**src/rtl/sleep_guard_pkg.sv**
```systemverilog
package sleep_guard_pkg;

  typedef enum logic [1:0] {
    ST_AWAKE   = 2'd0,
    ST_ENTER   = 2'd1,
    ST_ASLEEP  = 2'd2,
    ST_RECOVER = 2'd3
  } pwrState_t;

  typedef struct packed {
    logic ignoreIn;
    logic disableOut;
    logic restrictCmd;
  } ctrlStrobe_t;

endpackage

```
**src/rtl/sleep_sync.sv**
```systemverilog
module sleep_sync #(
  parameter int STAGES = 2
) (
  input  logic clk,
  input  logic rstN,
  input  logic asyncIn,
  output logic syncOut
);

  logic [STAGES-1:0] chainQ;

  generate
    genvar gi;
    for (gi = 0; gi < STAGES; gi++) begin : g_stage
      if (gi == 0) begin : g_first
        always_ff @(posedge clk or negedge rstN) begin
          if (!rstN) chainQ[gi] <= 1'b0;
          else       chainQ[gi] <= asyncIn;
        end
      end else begin : g_next
        always_ff @(posedge clk or negedge rstN) begin
          if (!rstN) chainQ[gi] <= 1'b0;
          else       chainQ[gi] <= chainQ[gi-1];
        end
      end
    end
  endgenerate

  assign syncOut = chainQ[STAGES-1];

endmodule

```
**src/rtl/sleep_ctrl.sv**
```systemverilog
module sleep_ctrl
  import sleep_guard_pkg::*;
#(
  parameter int ENTRY_CYCLES = 2,
  parameter int EXIT_CYCLES  = 2
) (
  input  logic        clk,
  input  logic        rstN,
  input  logic        reqSync,
  output ctrlStrobe_t strobes,
  output logic        sleepActive,
  output logic        cmdRestrict
);

  localparam int MAX_WIN = (ENTRY_CYCLES > EXIT_CYCLES) ? ENTRY_CYCLES : EXIT_CYCLES;
  localparam int CNT_W   = (MAX_WIN > 1) ? $clog2(MAX_WIN) : 1;
  localparam logic [CNT_W-1:0] ENTRY_LOAD = CNT_W'(ENTRY_CYCLES - 1);
  localparam logic [CNT_W-1:0] EXIT_LOAD  = CNT_W'(EXIT_CYCLES - 1);

  pwrState_t        stateQ, stateD;
  logic [CNT_W-1:0] cntQ, cntD;

  always_comb begin
    stateD = stateQ;
    cntD   = cntQ;
    unique case (stateQ)
      ST_AWAKE: begin
        if (reqSync) begin
          stateD = ST_ENTER;
          cntD   = ENTRY_LOAD;
        end
      end
      ST_ENTER: begin
        if (!reqSync) begin
          stateD = ST_RECOVER;
          cntD   = EXIT_LOAD;
        end else if (cntQ == '0) begin
          stateD = ST_ASLEEP;
        end else begin
          cntD = cntQ - 1'b1;
        end
      end
      ST_ASLEEP: begin
        if (!reqSync) begin
          stateD = ST_RECOVER;
          cntD   = EXIT_LOAD;
        end
      end
      ST_RECOVER: begin
        if (reqSync) begin
          stateD = ST_ENTER;
          cntD   = ENTRY_LOAD;
        end else if (cntQ == '0) begin
          stateD = ST_AWAKE;
        end else begin
          cntD = cntQ - 1'b1;
        end
      end
      default: begin
        stateD = ST_AWAKE;
        cntD   = '0;
      end
    endcase
  end

  always_ff @(posedge clk or negedge rstN) begin
    if (!rstN) begin
      stateQ <= ST_AWAKE;
      cntQ   <= '0;
    end else begin
      stateQ <= stateD;
      cntQ   <= cntD;
    end
  end

  assign strobes.ignoreIn    = (stateQ == ST_ASLEEP);
  assign strobes.disableOut  = (stateQ == ST_ASLEEP);
  assign strobes.restrictCmd = (stateQ == ST_ENTER) || (stateQ == ST_RECOVER);
  assign sleepActive         = (stateQ == ST_ASLEEP);
  assign cmdRestrict         = strobes.restrictCmd;


  excl_flags_chk: assert property (@(posedge clk) disable iff (!rstN)
    !(sleepActive && cmdRestrict));


  awake_hold_chk: assert property (@(posedge clk) disable iff (!rstN)
    (!sleepActive && !cmdRestrict && !reqSync) |=> (!sleepActive && !cmdRestrict));


  sleep_after_window_chk: assert property (@(posedge clk) disable iff (!rstN)
    $rose(sleepActive) |-> $past(cmdRestrict));


  wake_via_recover_chk: assert property (@(posedge clk) disable iff (!rstN)
    $fell(sleepActive) |-> cmdRestrict);

endmodule

```
**src/rtl/sleep_datapath.sv**
```systemverilog
module sleep_datapath
  import sleep_guard_pkg::*;
#(
  parameter int ADDR_W = 16,
  parameter int DATA_W = 32
) (
  input  logic              clk,
  input  logic              rstN,
  input  ctrlStrobe_t       strobes,
  input  logic              cmdValid,
  input  logic              cmdWrite,
  input  logic [ADDR_W-1:0] cmdAddr,
  input  logic [DATA_W-1:0] rdData,
  input  logic              rdDataValid,
  output logic              coreValid,
  output logic              coreWrite,
  output logic [ADDR_W-1:0] coreAddr,
  output logic [DATA_W-1:0] qData,
  output logic              qEn,
  output logic              writeErr
);

  logic illegalWrite;
  logic errQ;

  assign illegalWrite = strobes.restrictCmd && cmdValid && cmdWrite;

  assign coreValid = cmdValid && !strobes.ignoreIn && !illegalWrite;
  assign coreWrite = coreValid && cmdWrite;
  assign coreAddr  = strobes.ignoreIn ? '0 : cmdAddr;

  assign qEn   = rdDataValid && !strobes.disableOut;
  assign qData = strobes.disableOut ? '0 : rdData;

  always_ff @(posedge clk or negedge rstN) begin
    if (!rstN) errQ <= 1'b0;
    else       errQ <= illegalWrite;
  end

  assign writeErr = errQ;


  asleep_gate_chk: assert property (@(posedge clk) disable iff (!rstN)
    strobes.ignoreIn |-> (!coreValid && !coreWrite && coreAddr == '0));


  out_mask_chk: assert property (@(posedge clk) disable iff (!rstN)
    strobes.disableOut |-> (!qEn && qData == '0));


  window_write_chk: assert property (@(posedge clk) disable iff (!rstN)
    (strobes.restrictCmd && cmdWrite) |-> !coreWrite);

endmodule

```
**src/rtl/sleep_guard.sv**
```systemverilog
module sleep_guard
  import sleep_guard_pkg::*;
#(
  parameter int ADDR_W       = 16,
  parameter int DATA_W       = 32,
  parameter int SYNC_STAGES  = 2,
  parameter int ENTRY_CYCLES = 2,
  parameter int EXIT_CYCLES  = 2
) (
  input  logic              clk,
  input  logic              rstN,
  input  logic              sleepReq,
  input  logic              cmdValid,
  input  logic              cmdWrite,
  input  logic [ADDR_W-1:0] cmdAddr,
  input  logic [DATA_W-1:0] rdData,
  input  logic              rdDataValid,
  output logic              coreValid,
  output logic              coreWrite,
  output logic [ADDR_W-1:0] coreAddr,
  output logic [DATA_W-1:0] qData,
  output logic              qEn,
  output logic              inputIgnore,
  output logic              outputDisable,
  output logic              sleepActive,
  output logic              cmdRestrict,
  output logic              writeErr
);

  logic        reqSync;
  ctrlStrobe_t strobes;

  sleep_sync #(.STAGES(SYNC_STAGES)) sync_i (
    .clk     (clk),
    .rstN    (rstN),
    .asyncIn (sleepReq),
    .syncOut (reqSync)
  );

  sleep_ctrl #(
    .ENTRY_CYCLES (ENTRY_CYCLES),
    .EXIT_CYCLES  (EXIT_CYCLES)
  ) ctrl_i (
    .clk         (clk),
    .rstN        (rstN),
    .reqSync     (reqSync),
    .strobes     (strobes),
    .sleepActive (sleepActive),
    .cmdRestrict (cmdRestrict)
  );

  sleep_datapath #(
    .ADDR_W (ADDR_W),
    .DATA_W (DATA_W)
  ) dp_i (
    .clk         (clk),
    .rstN        (rstN),
    .strobes     (strobes),
    .cmdValid    (cmdValid),
    .cmdWrite    (cmdWrite),
    .cmdAddr     (cmdAddr),
    .rdData      (rdData),
    .rdDataValid (rdDataValid),
    .coreValid   (coreValid),
    .coreWrite   (coreWrite),
    .coreAddr    (coreAddr),
    .qData       (qData),
    .qEn         (qEn),
    .writeErr    (writeErr)
  );

  assign inputIgnore   = strobes.ignoreIn;
  assign outputDisable = strobes.disableOut;

endmodule

```
**config.mk**
```make
export PLATFORM = sky130hd
export DESIGN_NAME = sleep_guard
export DESIGN_NICKNAME = d
export VERILOG_FILES = /design/src/rtl/sleep_guard_pkg.sv /design/src/rtl/sleep_sync.sv /design/src/rtl/sleep_ctrl.sv /design/src/rtl/sleep_datapath.sv /design/src/rtl/sleep_guard.sv
export SDC_FILE = /design/constraint.sdc
export NUM_CORES = 1
export LEC_CHECK = 0
export BUFFER_PORTS_ARGS = -buffer_cell sky130_fd_sc_hd__buf_2
export CAP_MARGIN = 20
export CORE_MARGIN = 2
export CORE_UTILIZATION = 25
export CTS_CLUSTER_DIAMETER = 100
export DETAILED_ROUTE_END_ITERATION = 6
export HOLD_SLACK_MARGIN = 0.03
export PLACE_DENSITY = 0.75
export SYNTH_ARGS = -nofsm -noshare
export SYNTH_HDL_FRONTEND = slang
export SYNTH_SLANG_ARGS = --single-unit
```
**constraint.sdc**
```tcl
create_clock -name clk -period 1.55 [get_ports clk]
set_input_delay 0.155 -clock clk [delete_from_list [all_inputs] [get_ports clk]]
set_output_delay 0.155 -clock clk [all_outputs]
set_load 0.01 [all_outputs]
```
# == Yosys cells after proc, flatten, opt, wreduce, memory -nomap -nowiden ==
# Index checks and enable logic that the tools add are counted.
# op_classes
n_reduce_logical,12
eq_ne,7
addsub,1
n_mux,15
# ops
operator,count
32-bit two-way mux,1
16-bit two-way mux,1
2-bit two-way mux,6
2-bit one-hot mux with 4 select lines,1
1-bit logical AND,6
3-bit != test (second input constant),2
1-bit two-way mux,5
2-bit == test (second input constant),2
2-bit != test (second input constant),2
1-bit one-hot mux with 4 select lines,1
4-bit AND reduction,1
2-bit by 1-bit == test with 1-bit output (second input constant),1
1-bit zero test,2
2-bit zero test,1
2-bit AND reduction,1
1-bit logical OR,1
1-bit subtractor (second input constant),1
# word_totals
elab_cells,40
output_inout_bits,56
regBits,6
inputBits,54

# == Depth between registers and ports, before layout ==
# Gate-level depths: netlist (run 1).
# depth
depth_word,7
depth_mapped,6
mapped_depth_nobuf,5

# == Cells and area by module ==
# Synthesis (run 1) repeated with hierarchy kept, for this count alone.
# hier_totals
hier_cells,90
area_unflattened_um2,743.2
# modules_own_cells
module,area_each_um2,seq_area_each_um2,instances,cells_per_inst
sleep_datapath,400.4,25.0,1,59
sleep_ctrl,292.8,75.1,1,29
sleep_sync,50.0,50.0,1,2

# == Worst setup path after synthesis (run 1) ==
# OpenSTA, ideal clock, no wires.
# synth_path
path_type,reg2reg
start,reg ctrl_i.stateQ[0]
end,reg ctrl_i.stateQ[0]
path_buffers,1
required_ps,1425
setup_ps,125
path_stages_with_launch,7
period_less_slack_ps,1705
setup_slack_ps,-155
arrival_time_ps,1580
path_cell_list,dfrtp_1 > inv_1 > ha_1 > clkbuf_1 > a21oi_1 > a21oi_1 > mux2_2
# synth_between
elab_chain_cells,3
word_cells_on_any_way,10
cone_classes,7 x eq/ne; 1 x mux; 2 x reduce/logical
# synth_rtl
element,line_no,text
start: declaration,sleep_ctrl.sv:20,"pwrState_t stateQ, stateD;"
start signal: assignment,sleep_ctrl.sv:71,stateQ <= stateD;
2-bit == test *,-,
via inputIgnore,sleep_guard.sv:23,"output logic inputIgnore,"
2-bit != test (no source line),-,
4-bit AND reduction (no source line),-,
# Mark *: on every way through the listed nets, which the timed path passes. The rest lies on a longest branch.
# A chain may end at the register's enable or synchronous reset.

# == Worst setup path after layout (run 1) ==
# layout_path
start,reg ctrl_i.stateQ[0]
end,out qData[22]
# layout_between
elab_chain_cells,2
# layout_rtl
element,line_no,text
2-bit == test,sleep_ctrl.sv:77,assign strobes.disableOut = (stateQ == ST_ASLEEP);
32-bit two-way mux,sleep_datapath.sv:33,assign qData = strobes.disableOut ? '0 : rdData;
end: declaration,sleep_guard.sv:21,"output logic [DATA_W-1:0] qData,"
# Every way passes these cells.

==> results of run 1 <==
-- state kept, by name, indices dropped and copies added (netlist names) --
register        cells
ctrl_i.stateQ       2
ctrl_i.cntQ         1
dp_i.writeErr       1
sync_i.syncOut      1
sync_i.chainQ       1
-- per-layer routing --
metal	up-vias	GRT usage (%)
li1	503	-
met1	386	17.09
met2	52	29.06
met3	2	2.041
met4	0	3.987
met5	-	0
-- final cells by class --
type	instances	share of cell area, %
Inverter	2	0.6515
Clock buffer	3	1.466
Multi-Input combinational cell	72	37.05
Sequential cell	6	9.935
Tap cell	31	2.524
Timing Repair Buffer	121	48.37
-- cell families after synthesis --
group | Yosys count | share of synthesized area [%]
compound gates | 5 | 3.922
fa+ha+maj | 6 | 10.69
buf+inv | 11 | 6.952
simple gates | 57 | 50.27
mux | 4 | 6.773
flops | 6 | 21.39
-- cells in the mapped netlist --
cell / instances
inv_1: 2
and2b_2: 1
a21oi_1: 4
a211oi_1: 1
buf_4: 2
nand2b_1: 1
ha_1: 6
dfrtp_1: 6
nand2_1: 1
or3_1: 1
or2_2: 1
mux2_4: 1
clkbuf_1: 7
mux2_2: 2
nor2b_1: 50
mux2i_1: 1
nor2_1: 1
nor3_1: 1
-- cells in the final DEF, fill, tap and decap left out, drive strengths merged --
cell type      n
inv            2
nand2b         1
mux2i          1
dlygate4sd3    2
mux2           3
clkbuf         3
and2b          1
dfrtp          6
a211oi         1
nor3           1
nor2           1
buf          118
bufbuf         1
or2            1
nand2          1
nor2b         50
ha             6
a21oi          4
or3            1
-- power by group through the flow --
stage               Sequential (mW)  Combinational (mW)  Clock [mW]
finish                        0.271                2.12       0.139
global route                  0.283                2.31       0.153
CTS                           0.269                2.14       0.147
detailed placement            0.261                1.65           0
global placement              0.260                1.63           0
floorplan                     0.268                1.01           0
-- path summary, 6_finish.rpt --
kind | startpoint | to | cells past startpoint
setup / recovery | ctrl_i.stateQ[0] | qData[22] | 7
hold / removal | cmdWrite | dp_i.writeErr | 3
setup reg to reg | ctrl_i.stateQ[0] | ctrl_i.stateQ[0] | 4
hold reg to reg | sync_i.chainQ[0] | sync_i.syncOut | 0
max in group asynchronous | rstN | ctrl_i.stateQ[1] | 2
min in group asynchronous | rstN | dp_i.writeErr | 2
-- metrics by stage --
| step | hold WS, ns | worst slack (ns) |
|---|---|---|
| final | 0.2531 | -0.1317 |
| after global routing | 0.2527 | -0.2093 |
| after CTS | 0.2219 | -0.1118 |
| after detailed placement | -0.01619 | -0.07279 |
| after global placement | -0.01875 | -0.04286 |
| after floorplan | -0.1406 | -0.02432 |
-- repair_timing --
item,CTS,global route
gates resized for setup,14,4
hold buffers,2,0
endpoints found under the hold margin,7,0
cloned,2,0
buffers inserted,3,0
setup endpoints to repair,58,58
pin swaps,5,3
-- worst max-delay path, cell delays in order, from the launching register on --
cell,delay (ns)
dfrtp_2,0.40
buf_6,0.12
inv_4,0.04
ha_4,0.18
buf_12,0.14
buf_12,0.12
nor2b_1,0.13
buf_2,0.15
==> flow_metrics.tcl, run 1 <==
set metrics [dict create \
    start_kind "register" \
    synth_top_cell_by_area "nor2b_1" \
    io_pins 110 \
    path_clk_slew_ns 0.04 \
    highest-signal-layer "met4" \
    rsz0062_at_grt "yes" \
    period_share_pct 108.5 \
    required_ns 1.39 \
    path_max_fanout 6 \
    power_density_nw_per_um2 1646 \
    grtUsageTotal_pct 15.04 \
    cellLeakagePower_nw 0.8695 \
    syn_inst 89 \
    h-tree-depth 1 \
    synth_top_cell_area_share_pct 44.56 \
    cts_buffer_depth 2 \
    via_per_inst 4.013 \
    clockPowerShare_pct 5.5 \
    finClkSkew_ns 0.0005090 \
    max_freq_mhz 594.7 \
    start_util_pct 25.90 \
    synth_area_sq_um 701.9 \
    seq_area_frac_synth_pct 21.39 \
    cts_sinks 6 \
    syn_area_per_cell_sq_um 7.887 \
    intPower_mw 1.451 \
    syn_nets 149 \
    yosysWarnings 0 \
    grt_pass1_vias 841 \
    fillers 245 \
    switching_share_pct 42.62 \
    hp-class "input pin to register" \
    synth_area_leaders "nor2b_1, dfrtp_1, ha_1, clkbuf_1, mux2_2" \
    peakVddDrop_mv 1.177 \
    vias 943 \
    maxSlewHeadroom_pct 84.90 \
    grt_pass1_wl_mm 3.905 \
    die_x_um 56.99 \
    power_switching_mw 1.077 \
    finalHoldViolCount 0 \
    worstSetupPathType "register to output port" \
    place_area_sq_um 1333 \
    fin_area_sq_um 1536 \
    timing.final.ws_setup_ns -0.1317 \
    met3_length_um 217 \
    gp_congestion 0.7252 \
    final_antenna_net_count 0 \
    total_power_mw 2.528 \
    drtIter0Drc 42 \
    grt_max_degree 25 \
    regArea_sq_um 152.6 \
    yosysUniqueCellTypes 18 \
    max_slew.worst_pin.slew_ns 0.2265 \
    drv_slew 0 \
    p_seq_share_pct 10.7 \
    failed_checks "setup timing" \
    synth-seq-cells 6 \
    period_minus_slack_ns 1.682 \
    maxCapViolations 0 \
    nNetsFinal 266 \
    overflow 0 \
    cp-end-kind "output port" \
    outcome "finished with violations" \
    totalWireLength_mm 2.656 \
    hpwl_mm 2.008 \
    critPathArrivalTime_ns 1.53 \
    finalSetupViolCount 40 \
    area_growth_pct 118.9 \
    antenna_cells 0 \
    wl_per_cell_um 11.30 \
    wl_met2_mm 1.430 \
    dr.pass1.iters 4 \
    cts_tree "built" \
    final_cells 235 \
    die_h_um 56.99 \
    numCtsBuffers 3 \
    drc_errors 0 \
    root_buffer "clkbuf_4" \
    drive_above_1_share_pct 68.63 \
    rows 19 \
    dp_cells 226 \
    final_core_util_pct 56.69 \
    worst-r2r-setup-slack_ns -0.08 \
    multi_input_area_sq_um 569.3 \
    wl_met1_mm 1.000 \
    pwr-share-comb_pct 83.8 \
    antenna_found_initial 0 \
    portBuffers 109 \
    clkLatencyLatePin_ns 0.24 \
    dieArea_sq_um 3247 \
    finalSetupTns_ns -2.673 \
    core_sq_um 2710 \
]
Note: power is estimated with default switching activity, not from simulation.
==> inputs of run 2 (changes only) <==
--- a/config.mk
+++ b/config.mk
@@ -12,7 +12,9 @@
 export CTS_CLUSTER_DIAMETER = 100
 export DETAILED_ROUTE_END_ITERATION = 6
 export HOLD_SLACK_MARGIN = 0.03
-export PLACE_DENSITY = 0.75
+export MAX_ROUTING_LAYER = met4
+export PLACE_DENSITY = 0.7
 export SYNTH_ARGS = -nofsm -noshare
 export SYNTH_HDL_FRONTEND = slang
+export SYNTH_HIERARCHICAL = 1
 export SYNTH_SLANG_ARGS = --single-unit
==> constraint.sdc (replaced) <==
create_clock -name clk -period 1.9 [get_ports clk]
set_input_delay 0.19 -clock clk [delete_from_list [all_inputs] [get_ports clk]]
set_output_delay 0.19 -clock clk [all_outputs]
set_load 0.01 [all_outputs]
==> run 2 against run 1 <==
  * The run now ends clean
  * Clock skew rose by 0.0019 ns
  * Sequential share of layout area rose by 1.3 points
  * Final area fell by 12%
  * Clock-buffer cell count did not move
  * Flip-flop and latch count did not move
  * Combinational power fell by 38%
  * Total power fell by 35%
  * Worst setup slack improved by 0.23 ns
  * Global-route usage fell by 2.8 points
  * Sequential power fell by 24%
  * Core utilization fell by 8.1 points
  * Routed wire length fell by 13%
  * Highest routed layer unchanged
==> flow_metrics.tcl, run 2 <==
set metrics [dict create \
    outcome "complete, no violations" \
    portBuffers 109 \
    syn_area_per_cell_sq_um 8.258 \
    switching_share_pct 48.00 \
    antenna_found_initial 0 \
    drv_slew 0 \
    ys_async_sr_fraction_pct 100.0 \
    yosysWarnings 6 \
    clockPowerShare_pct 7.0 \
    dr.pass1.iters 2 \
    regArea_sq_um 151.4 \
    synth_top_cell_by_area "nor2b_1" \
    grtUsageTotal_pct 12.21 \
    rsz0062_at_grt "no" \
    hpwl_mm 1.971 \
    period_share_pct 94.99 \
    clkLatencyLatePin_ns 0.24 \
    grt_max_degree 35 \
    finClkSkew_ns 0.002378 \
    finalSetupViolCount 0 \
    cts_buffer_depth 2 \
    maxSlewHeadroom_pct 73.26 \
    overflow 0 \
    max_slew.worst_pin.slew_ns 0.3910 \
    final_cell_mix "buf_2, nor2b_1" \
    multi_input_area_sq_um 538.0 \
    power_density_nw_per_um2 1215 \
    synth-seq-cells 6 \
    core_sq_um 2781 \
    wl_met2_mm 1.077 \
    largest_register_ff_count 2 \
    root_buffer "clkbuf_4" \
    io_pins 110 \
    dp_cells 224 \
    h-tree-depth 1 \
    worstSetupPathType "register to output port" \
    synth_top_cell_area_share_pct 37.88 \
    final_cells 229 \
    grt_pass1_wl_mm 3.215 \
    yosysMostFrequentCell "nor2b_1" \
    max_freq_mhz 554.0 \
    final_common_cell "buf_2" \
    start_util_pct 26.72 \
    yosysUniqueCellTypes 22 \
    met3_length_um 357 \
    p_seq_share_pct 12.5 \
    totalWireLength_mm 2.319 \
    synth_ff_type "dfrtp_1" \
    cts_tree "built" \
    path_max_fanout 5 \
    cellLeakagePower_nw 0.8129 \
    syn_nets 150 \
    vias 970 \
    synth_area_sq_um 743.2 \
    cp-end-kind "output port" \
    peakVddDrop_mv 0.6428 \
    cts_sinks 6 \
    top_register "ctrl_i/stateQ" \
    gp_congestion 0.7704 \
    rows 19 \
    nNetsFinal 260 \
    hp-class "input pin to register" \
    start_kind "register" \
    period_minus_slack_ns 1.805 \
    intPower_mw 0.8548 \
    grt_pass1_vias 830 \
    syn_inst 90 \
    min_from "sleepReq" \
    critPathArrivalTime_ns 1.61 \
    final_antenna_net_count 0 \
    highest-signal-layer "met4" \
    drive_above_1_share_pct 61.62 \
    power_switching_mw 0.7891 \
    seq_area_frac_synth_pct 20.20 \
    startpoint "ctrl_i/stateQ[1]" \
    synth_edf_count 0 \
    numCtsBuffers 3 \
    antenna_cells 0 \
    die_x_um 58.53 \
    finalHoldViolCount 0 \
    yosys-top-cells-count "nor2b_1, dfrtp_1, ha_1, and2b_1, inv_1" \
    required_ns 1.71 \
    finalSetupTns_ns 0 \
    die_h_um 58.53 \
    r2r-start "ctrl_i/stateQ[0]" \
    wl_per_cell_um 10.13 \
    wl_met1_um 869 \
    pwr-share-comb_pct 80.5 \
    drtIter0Drc 10 \
    maxCapViolations 0 \
    drc_errors 0 \
    synth_area_leaders "nor2b_1, dfrtp_1, ha_1, and2b_1, a211oi_2" \
    via_per_inst 4.236 \
    path_clk_slew_ns 0.05 \
    fillers 280 \
    dieArea_sq_um 3425 \
    area_growth_pct 81.99 \
]
run 2: metal layers:
layer | vias to the layer above | track usage (%)
li1 | 495 | -
met1 | 394 | 12.26
met2 | 79 | 23.11
met3 | 2 | 1.978
met4 | 0 | 4.983
met5 | - | -
run 2: per-stage QoR:
stage          util (%)  area, sq um  hold WS, ns  power, mW  setup WS, ns
2_1_floorplan         -        743.2      -0.1056      1.066        0.3237
3_3_place_gp      46.78         1301      0.01911      1.494        0.2872
3_5_place_dp      46.78         1301      0.02304      1.500        0.2646
4_1_cts           48.31         1344      0.05247      1.651      0.004962
5_1_grt           48.63         1353      0.05138      1.793       0.03498
6_report          48.63         1353      0.06030      1.644       0.09510
run 2: cells by family after synthesis:
family,count (synthesis),share of synthesized area (%)
compound gates,8,9.260
fa+ha+maj,6,10.10
buf+inv,12,9.090
flops,6,20.20
mux,2,3.366
simple gates,56,47.98
run 2: final cells by class:
cell class,instances,share of cell area (%)
repair buffers,112,43.11
flip-flops and latches,6,11.19
inverters,5,1.388
well taps,31,2.868
multi-input cells,72,39.78
clock buffers,3,1.665
run 2: worst max-delay path, stage by stage, from the launching register on:
cell	delay [ns]
dfrtp_2	0.38
inv_1	0.08
ha_1	0.24
or2_2	0.34
a211oi_2	0.18
buf_2	0.16
run 2: path summary, 6_finish.rpt:
path	end	slack, ns	cells after the start
worst max-delay path	coreValid	0.1	5
worst max register to register	ctrl_i/stateQ[1]	0.37	5
max in group asynchronous	ctrl_i/stateQ[1]	1.44	2
min in group asynchronous	ctrl_i/cntQ	0.30	2
worst min-delay path	sync_i/chainQ[0]	0.06	1
worst min register to register	sync_i/syncOut	0.34	0
run 2: power groups by stage:
| stage | Combinational, mW | Clock (mW) | Sequential (mW) |
|---|---|---|---|
| floorplan | 0.862 | 0 | 0.203 |
| global placement | 1.29 | 0 | 0.206 |
| CTS | 1.32 | 0.122 | 0.209 |
| finish | 1.32 | 0.115 | 0.206 |
| global route | 1.45 | 0.129 | 0.213 |
| detailed placement | 1.29 | 0 | 0.206 |
run 2: repair_timing:
item | CTS | global route
endpoints found under the hold margin | 6 | 0
gates cloned | 0 | 0
hold buffers | 1 | 0
buffers inserted | 0 | 1
endpoints found under the setup margin | 7 | 2
gates resized for setup | 1 | 1
==> inputs of run 3 (changes only) <==
--- a/config.mk
+++ b/config.mk
@@ -13,8 +13,7 @@
 export DETAILED_ROUTE_END_ITERATION = 6
 export HOLD_SLACK_MARGIN = 0.03
 export MAX_ROUTING_LAYER = met4
-export PLACE_DENSITY = 0.7
+export PLACE_DENSITY = 0.72
 export SYNTH_ARGS = -nofsm -noshare
 export SYNTH_HDL_FRONTEND = slang
-export SYNTH_HIERARCHICAL = 1
 export SYNTH_SLANG_ARGS = --single-unit
==> run 3 against run 2 <==
  * Sequential share of layout area rose by 0.53 points
  * Combinational power fell by 9.8%
  * Critical path depth up 1
  * Register-to-register slack got worse by 0.11 ns
  * Core utilization is 0.57 points lower
  * Largest power group unchanged
  * Highest routed layer is now met3
==> flow_metrics.tcl, run 3 (synthesis results as in run 1) <==
set metrics [dict create \
    drive_above_1_share_pct 63.08 \
    holdPathStages 1 \
    portBuffers 109 \
    antenna_cells 0 \
    rsz0062_at_grt "no" \
    ff2ff_path_depth 5 \
    cellLeakagePower_nw 0.7803 \
    core_sq_um 2710 \
    final_cell_mix "buf_2, nor2b_1, ha_1" \
    fillers 279 \
    total_power_mw 1.520 \
    hp-class "input pin to register" \
    maxCapViolations 0 \
    dieArea_sq_um 3247 \
    max_freq_mhz 567.7 \
    start_util_pct 25.90 \
    grt_pass1_wl_mm 3.215 \
    overflow 0 \
    post-cts-setup-buffers 0 \
    dr.pass1.iters 4 \
    power_density_nw_per_um2 1167 \
    worstSetupPathType "register to output port" \
    final_common_cell "buf_2" \
    root_buffer "clkbuf_4" \
    final_antenna_net_count 0 \
    grt_pass1_vias 780 \
    numCtsBuffers 3 \
    finalSetupViolCount 0 \
    maxSlewHeadroom_pct 81.76 \
    peakVddDrop_mv 0.8030 \
    max_slew.worst_pin.slew_ns 0.2735 \
    period_share_pct 92.71 \
    gp_congestion 0.7719 \
    io_pins 110 \
    totalWireLength_mm 2.162 \
    drv_slew 0 \
    largest_register_ff_count 2 \
    rows 19 \
    vias 907 \
    cts_tree "built" \
    period_minus_slack_ns 1.762 \
    finalSetupTns_ns 0 \
    antenna_found_initial 0 \
    finClkSkew_ns 0.001134 \
    die_x_um 56.99 \
    outcome "complete, no violations" \
    start_kind "register" \
    finalHoldViolCount 0 \
    clkLatencyLatePin_ns 0.23 \
    grtUsageTotal_pct 12.29 \
    required_ns 1.71 \
    cts_buffer_depth 2 \
    path_max_fanout 24 \
    whs_ns 0.05895 \
    die_h_um 56.99 \
    critPathArrivalTime_ns 1.57 \
    top_register "ctrl_i.stateQ" \
    cts_sinks 6 \
    h-tree-depth 1 \
    nNetsFinal 257 \
    cp-end-kind "output port" \
    area_growth_pct 85.56 \
    grt_max_degree 32 \
    drtIter0Drc 27 \
    drc_errors 0 \
    via_per_inst 4.013 \
    path_clk_slew_ns 0.04 \
    wl_per_cell_um 9.566 \
]
## run 3: cell types whose count changed in the layout (fill, tap and decap cells not counted), moves of 2 or more
cell / before / now
and2b_1: 5 / 0
nor2b_1: 45 / 50
inv_1: 5 / 2
a211oi_2: 2 / 0
a21oi_1: 2 / 4
mux2_2: 0 / 2
## run 3: worst paths after layout
| path | end | startpoint | slack, ns |
|---|---|---|---|
| max | coreValid | ctrl_i.stateQ[0] | 0.14 |
| min | sync_i.chainQ[0] | sleepReq | 0.06 |
| max reg2reg | ctrl_i.stateQ[0] | ctrl_i.stateQ[1] | 0.26 |
| min reg2reg | sync_i.syncOut | sync_i.chainQ[0] | 0.34 |
| max in group asynchronous | ctrl_i.stateQ[0] | rstN | 1.44 |
| min in group asynchronous | sync_i.chainQ[0] | rstN | 0.30 |
## run 3: through the flow
step | std cells | instance area [sq um] | setup slack, ns | utilization (%)
after detailed placement | 222 | 1262 | 0.2259 | 46.58
after CTS | 226 | 1295 | 0.06259 | 47.78
after global routing | 226 | 1303 | 0.004710 | 48.06
after floorplan | 89 | 701.9 | 0.1950 | -
after global placement | 222 | 1262 | 0.2635 | 46.58
final | 226 | 1303 | 0.1385 | 48.06
## run 3: worst max-delay path, cell delays in order (launching register included)
cell and delay, ns:
dfrtp_2 0.43, inv_1 0.11, ha_2 0.23, buf_4 0.26
nand2b_1 0.14, a21oi_1 0.03, buf_2 0.13
## run 3: power breakdown
group,internal (mW),switching (mW)
registers,0.175,0.0399
clock network,0.0710,0.0390
logic,0.543,0.652
total,0.789,0.731
## run 3: area by class of cell
class	instances	area, sq um	share of cell area, %
clock buffers	3	22.52	1.729
well taps	31	38.79	2.978
flip-flops and latches	6	152.6	11.72
repair buffers	112	570.5	43.80
multi-input cells	72	510.5	39.19
inverters	2	7.507	0.5764
## run 3: repair_timing
item | 4_1_cts | 5_1_grt
endpoints found under the hold margin | 6 | 0
setup endpoints to repair | 0 | 2
hold buffers | 1 | 0
gates resized for setup | 0 | 3
## run 3: layer usage
layer | wire, um | track usage (%)
met2 | 1209 | 23.97
met5 | 0 | -
met4 | 0 | 4.983
met1 | 737 | 11.47
met3 | 216 | 2.494
